$ cat config.mk
export PLATFORM = sky130hd
export DESIGN_NAME = sertx_chan
export DESIGN_NICKNAME = d
export VERILOG_FILES = /design/src/rtl/sertx_pkg.sv /design/src/rtl/sertx_ctrl.sv /design/src/rtl/sertx_shift.sv /design/src/rtl/sertx_chan.sv
export SDC_FILE = /design/constraint.sdc
export NUM_CORES = 1
export LEC_CHECK = 0
export BUFFER_PORTS_ARGS = -buffer_cell sky130_fd_sc_hd__buf_4
export CAP_MARGIN = 40
export CELL_PAD_IN_SITES_DETAIL_PLACEMENT = 1
export CELL_PAD_IN_SITES_GLOBAL_PLACEMENT = 1
export CORE_MARGIN = 3
export CORE_UTILIZATION = 48
export DETAILED_ROUTE_END_ITERATION = 8
export GPL_TIMING_DRIVEN = 0
export HOLD_SLACK_MARGIN = 0.15
export PLACE_DENSITY_LB_ADDON = 0.1
export REMOVE_ABC_BUFFERS = 1
export SLEW_MARGIN = 20
export SYNTH_ARGS = -nofsm -noshare
export SYNTH_HDL_FRONTEND = slang
export SYNTH_SLANG_ARGS = --single-unit
$ cat constraint.sdc
create_clock -name clk -period 3.9 [get_ports clk]
set_input_delay 0.78 -clock clk [delete_from_list [all_inputs] [get_ports clk]]
set_output_delay 0.78 -clock clk [all_outputs]
set_load 0.01 [all_outputs]
$ cat src/rtl/sertx_pkg.sv
package sertx_pkg;
   localparam int SERTX_DEF_DATA_W = 8;
   localparam int SERTX_DEF_OVS    = 16;

   typedef struct packed {
      logic rdy;
      logic emp;
   } sertx_flags_t;
endpackage

$ cat src/rtl/sertx_ctrl.sv
module sertx_ctrl
   import sertx_pkg::*;
#(
   parameter int DATA_W = SERTX_DEF_DATA_W
) (
   input  logic              clk,
   input  logic              rst_n,
   input  logic              wr_stb,
   input  logic [DATA_W-1:0] wr_data,
   input  logic              en_cmd,
   input  logic              dis_cmd,
   input  logic              sh_ready,
   input  logic              sh_done,
   output logic              load,
   output logic [DATA_W-1:0] hold_q,
   output logic              enabled,
   output sertx_flags_t      flags
);
   logic hold_full;

   // transfer only when a character waits, the shifter is free and no disable drops it
   assign load = hold_full && sh_ready && !dis_cmd;

   always_ff @(posedge clk or negedge rst_n) begin
      if (!rst_n) begin
         enabled   <= 1'b0;
         hold_full <= 1'b0;
         hold_q    <= '0;
         flags     <= '0;
      end else if (dis_cmd) begin
         enabled   <= 1'b0;
         hold_full <= 1'b0;
         flags     <= '0;
      end else begin
         if (en_cmd && !enabled) begin
            enabled   <= 1'b1;
            flags.rdy <= 1'b1;
         end
         if (enabled && wr_stb) begin
            hold_q    <= wr_data;
            hold_full <= 1'b1;
            flags     <= '0;
         end else begin
            if (load) begin
               hold_full <= 1'b0;
               flags.rdy <= 1'b1;
            end
            if (sh_done && !hold_full && enabled) begin
               flags.emp <= 1'b1;
            end
         end
      end
   end
endmodule

$ cat src/rtl/sertx_shift.sv
module sertx_shift
   import sertx_pkg::*;
#(
   parameter int DATA_W     = SERTX_DEF_DATA_W,
   parameter int OVERSAMPLE = SERTX_DEF_OVS
) (
   input  logic              clk,
   input  logic              rst_n,
   input  logic              tick,
   input  logic              load,
   input  logic [DATA_W-1:0] data_i,
   output logic              txd,
   output logic              busy,
   output logic              ready,
   output logic              done
);
   localparam int FRAME_W = DATA_W + 2;
   localparam int CNT_W   = $clog2(OVERSAMPLE);
   localparam int IDX_W   = $clog2(FRAME_W);

   logic [FRAME_W-1:0] frame_in;
   logic [FRAME_W-1:0] sreg;
   logic [CNT_W-1:0]   tcnt;
   logic [IDX_W-1:0]   bit_idx;
   logic               tick_last;
   logic               bit_last;

   assign frame_in[0]         = 1'b0;
   assign frame_in[FRAME_W-1] = 1'b1;
   for (genvar i = 0; i < DATA_W; i++) begin : g_frame
      assign frame_in[i+1] = data_i[i];
   end

   assign tick_last = (tcnt == CNT_W'(OVERSAMPLE - 1));
   assign bit_last  = (bit_idx == IDX_W'(FRAME_W - 1));
   assign done      = busy && tick && tick_last && bit_last;
   assign ready     = !busy || done;
   assign txd       = busy ? sreg[0] : 1'b1;

   always_ff @(posedge clk or negedge rst_n) begin
      if (!rst_n) begin
         sreg    <= '1;
         tcnt    <= '0;
         bit_idx <= '0;
         busy    <= 1'b0;
      end else if (load) begin
         sreg    <= frame_in;
         tcnt    <= '0;
         bit_idx <= '0;
         busy    <= 1'b1;
      end else if (busy && tick) begin
         if (tick_last) begin
            tcnt    <= '0;
            sreg    <= {1'b1, sreg[FRAME_W-1:1]};
            bit_idx <= bit_idx + IDX_W'(1);
            if (bit_last) begin
               busy <= 1'b0;
            end
         end else begin
            tcnt <= tcnt + CNT_W'(1);
         end
      end
   end
endmodule

$ cat src/rtl/sertx_chan.sv
module sertx_chan
   import sertx_pkg::*;
#(
   parameter int DATA_W     = SERTX_DEF_DATA_W,
   parameter int OVERSAMPLE = SERTX_DEF_OVS
) (
   input  logic              clk,
   input  logic              rst_n,
   input  logic              wr_stb,
   input  logic [DATA_W-1:0] wr_data,
   input  logic              tx_en_cmd,
   input  logic              tx_dis_cmd,
   input  logic              baud_tick,
   output logic              txd,
   output logic              tx_rdy,
   output logic              tx_emp
);
   if (DATA_W < 1) begin : g_bad_width
      $error("sertx_chan: DATA_W must be at least 1");
   end
   if (OVERSAMPLE < 2) begin : g_bad_ovs
      $error("sertx_chan: OVERSAMPLE must be at least 2");
   end

   logic              sh_load;
   logic              sh_ready;
   logic              sh_done;
   logic              sh_busy;
   logic              en_q;
   logic [DATA_W-1:0] hold_q;
   sertx_flags_t      flags;

   sertx_ctrl #(.DATA_W(DATA_W)) ctrl_i (
      .clk      (clk),
      .rst_n    (rst_n),
      .wr_stb   (wr_stb),
      .wr_data  (wr_data),
      .en_cmd   (tx_en_cmd),
      .dis_cmd  (tx_dis_cmd),
      .sh_ready (sh_ready),
      .sh_done  (sh_done),
      .load     (sh_load),
      .hold_q   (hold_q),
      .enabled  (en_q),
      .flags    (flags)
   );

   sertx_shift #(.DATA_W(DATA_W), .OVERSAMPLE(OVERSAMPLE)) shift_i (
      .clk    (clk),
      .rst_n  (rst_n),
      .tick   (baud_tick),
      .load   (sh_load),
      .data_i (hold_q),
      .txd    (txd),
      .busy   (sh_busy),
      .ready  (sh_ready),
      .done   (sh_done)
   );

   assign tx_rdy = flags.rdy;
   assign tx_emp = flags.emp;
endmodule

==> impl_metrics.py <==
metrics = {
    "status": {
        "status": "completed",
    },
    "route": {
        "wl_um": 3410,
        "drt_iter0_drc": 85,
        "drc": 0,
        "vias": 1208,
        "drt-wirelength-per-cell_um": 15.9,
        "ant_nets": 0,
        "drtPass1Iterations": 4,
        "vias_per_cell": 5.64,
    },
    "power": {
        "intPower_mw": 0.676,
        "power.leakage_nw": 0.756,
        "cellPowerDensity_nw_per_um2": 550,
        "share_comb_of_total_power": 0.250,
        "switchingPower_mw": 0.309,
        "p_sw_frac": 0.314,
        "seq_power_share": 0.513,
        "clockPowerShare": 0.237,
        "ir_drop_uv": 269,
    },
    "logic_synthesis": {
        "synth_largest_area_cell": "dfrtp_1",
        "ys_seq_area_frac": 0.484,
        "synth.most_common_cell": "dfrtp_1",
        "synth_edf_count": 0,
        "synth_area_um2": 1580,
        "synthTopCellsByArea": "dfrtp_1, dfstp_2, mux2_2, nor2_1, a21oi_1",
        "syn-mean-instance-area_um2": 10.4,
        "synth.top_cell.area_share": 0.334,
        "synth_warnings": 0,
        "synthArstFlopShare": 1.00,
        "ys_types": 34,
        "synthFlopType": "dfrtp_1",
        "ys_ff_latch": 30,
        "syn_inst": 152,
        "synth_commonest_cells": "dfrtp_1, nor2_1, mux2_2",
    },
    "timing": {
        "worst_pin_slew_ns": 0.474,
        "rsz0062_at_grt": "no",
        "final.setup.tns_ns": 0,
        "final_hold_viol_count": 0,
        "fmax_ghz": 0.503,
        "finalCriticalPeriod_ns": 1.99,
        "final_max_slew_viol_count": 0,
        "fin_crit_sh": 0.510,
        "slew_headroom": 0.683,
        "setup_viol": 0,
        "fin_worst_skew_ns": 0.00767,
    },
    "flow_run": {
        "maxCapViolCount": 0,
    },
    "floorplanning": {
        "die_y_um": 63.3,
        "coreArea_um2": 3100,
        "start_util": 0.508,
        "fp.dieW_um": 63.3,
        "row_count": 20,
        "ios": 17,
        "die-area_um2": 4000,
    },
    "global_route": {
        "gr-total-overflow": 0,
        "track_usage": 0.191,
        "grt_max_degree": 31,
        "antenna_found_initial": 0,
        "grt_pass1_vias": 1290,
        "grt_pass1_wl_um": 5920,
    },
    "clock_network": {
        "clock_path_buffers": 2,
        "worst_skew_pair.late_latency_ns": 0.33,
        "cts.htree.levels": 2,
        "clock_sinks": 30,
        "postCtsHoldBufs": 0,
        "tritoncts": "built",
        "numCtsBuffers": 5,
        "cts-root-buf": "clkbuf_4",
        "postCtsSetupBuffers": 0,
        "clkTransAtPathRegs_ns": 0.10,
        "post_cts_resized": 0,
    },
    "final_layout": {
        "nNetsFinal": 186,
        "final_util": 0.578,
        "antennaDiodeCount": 0,
        "drive_gt1_frac": 0.341,
        "fill_cells": 378,
        "area_delta_synth_final_pct": 13.8,
    },
    "worst_setup_path": {
        "critPathKind": "reg -> out",
        "slowest_stage": "dfrtp_1",
        "crit_chain": "buf_8, nand2b_1, buf_4",
        "slowest_delay_ns": 0.44,
        "rr_startpoint": "shift_i.tcnt[0]$_DFFE_PN0P_",
        "cp.arrival_ns": 1.21,
        "r2r_setup_slack_ns": 2.07,
        "path_delay_family": "flip-flops",
        "crit_buf_inv": 2,
        "crit_path_max_fanout": 23,
        "critPathLaunchType": "flip-flop",
        "worstSetupEndpointType": "primary output",
        "critPathRequiredTime_ns": 3.12,
        "worstReg2RegEnd": "shift_i.sreg[4]$_DFFE_PN1P_",
        "reg2regPathDepth": 5,
    },
    "place": {
        "port_buffers": 16,
        "dpl.hpwl_um": 2320,
        "gp_congestion": 0.797,
    },
    "worst_hold_path": {
        "hold_path_class": "in -> async",
    },
}
## worst max-delay path by stage
stage | start | to | slack (ns) | cells past startpoint
4_1_cts | shift_i.busy$_DFFE_PN0P_ | txd | 1.51 | 2
6_report | shift_i.busy$_DFFE_PN0P_ | txd | 1.91 | 3
5_1_grt | shift_i.busy$_DFFE_PN0P_ | txd | 1.83 | 3
2_1_floorplan | tx_dis_cmd | shift_i.sreg[1]$_DFFE_PN1P_ | 2.19 | 4
3_3_place_gp | tx_dis_cmd | shift_i.sreg[1]$_DFFE_PN1P_ | 1.88 | 5
3_5_place_dp | tx_dis_cmd | shift_i.sreg[5]$_DFFE_PN1P_ | 1.86 | 5
## power groups by stage
stage / Sequential (mW) / Combinational (mW) / Clock, mW
floorplan: 0.491 / 0.174 / 0
global placement: 0.507 / 0.217 / 0
detailed placement: 0.519 / 0.234 / 0
CTS: 0.512 / 0.239 / 0.242
global route: 0.519 / 0.282 / 0.255
finish: 0.505 / 0.246 / 0.234
## per-stage QoR
stage          hold slack (ns)  total power [mW]  area, µm²  worst slack [ns]  instances
2_1_floorplan            0.473             0.665       1520              2.19        145
3_3_place_gp             0.480             0.724       1700              1.88        205
3_5_place_dp             0.493             0.753       1700              1.86        205
4_1_cts                  0.358             0.993       1780              1.51        213
5_1_grt                  0.361              1.06       1790              1.83        214
6_report                 0.360             0.985       1790              1.91        214
## flip-flops by register name, summed over array words and instances (netlist names)
register,count
shift_i.sreg,9
ctrl_i.hold_q,8
shift_i.bit_idx,4
shift_i.tcnt,4
ctrl_i.flags,2
ctrl_i.enabled,1
ctrl_i.hold_full,1
shift_i.busy,1
## cells in the final DEF, fill, tap and decap left out, drive strengths merged
cell type	n
or3	2
o22ai	8
nand4b	1
nand3b	1
buf	17
mux2	17
nor3	10
o21ai	5
a32oi	1
a31oi	1
and4	1
xor2	1
nand2	9
inv	2
nand2b	3
o211ai	3
ha	3
a211oi	1
mux2i	1
dfrtp	21
and2b	1
nand3	8
a21oi	11
dfstp	9
nor2	22
and3	1
clkbuf	8
or2	1
nand4	1
## cell type report
class                      count  area (µm²)  share of cell area
clock buffer                   8        78.8              0.0440
inverter                       2        7.51             0.00419
tap                           44        55.1              0.0307
sequential                    30         762               0.425
timing repair buffer          17         135              0.0754
multi-input combinational    113         754               0.421
## layer usage
layer	track usage	vias to the layer above	wire length (µm)
li1	-	582	-
met1	0.207	604	1370
met2	0.356	18	1880
met3	0.0517	4	123
met4	0.0647	0	31
met5	0	-	0
## worst reg2reg max path, delay by kind of cell (launching register included)
kind	cells	cell delay, ns
fa+ha+maj	1	0.36
flops	1	0.44
simple gates	4	0.97
## kinds of logic (layout without fill, tap and decap cells)
group,count (synthesis),count (layout),share of synthesized area
AO/OA/AOI/OAI,30,30,0.120
XOR/XNOR,1,1,0.00556
adder cells (fa/ha/maj),3,3,0.0238
buffers and inverters,9,27,0.0373
flip-flops,30,30,0.484
multiplexers,18,18,0.128
AND/OR/NAND/NOR,61,61,0.202
No activity file was read; power rests on OpenSTA's default activity.
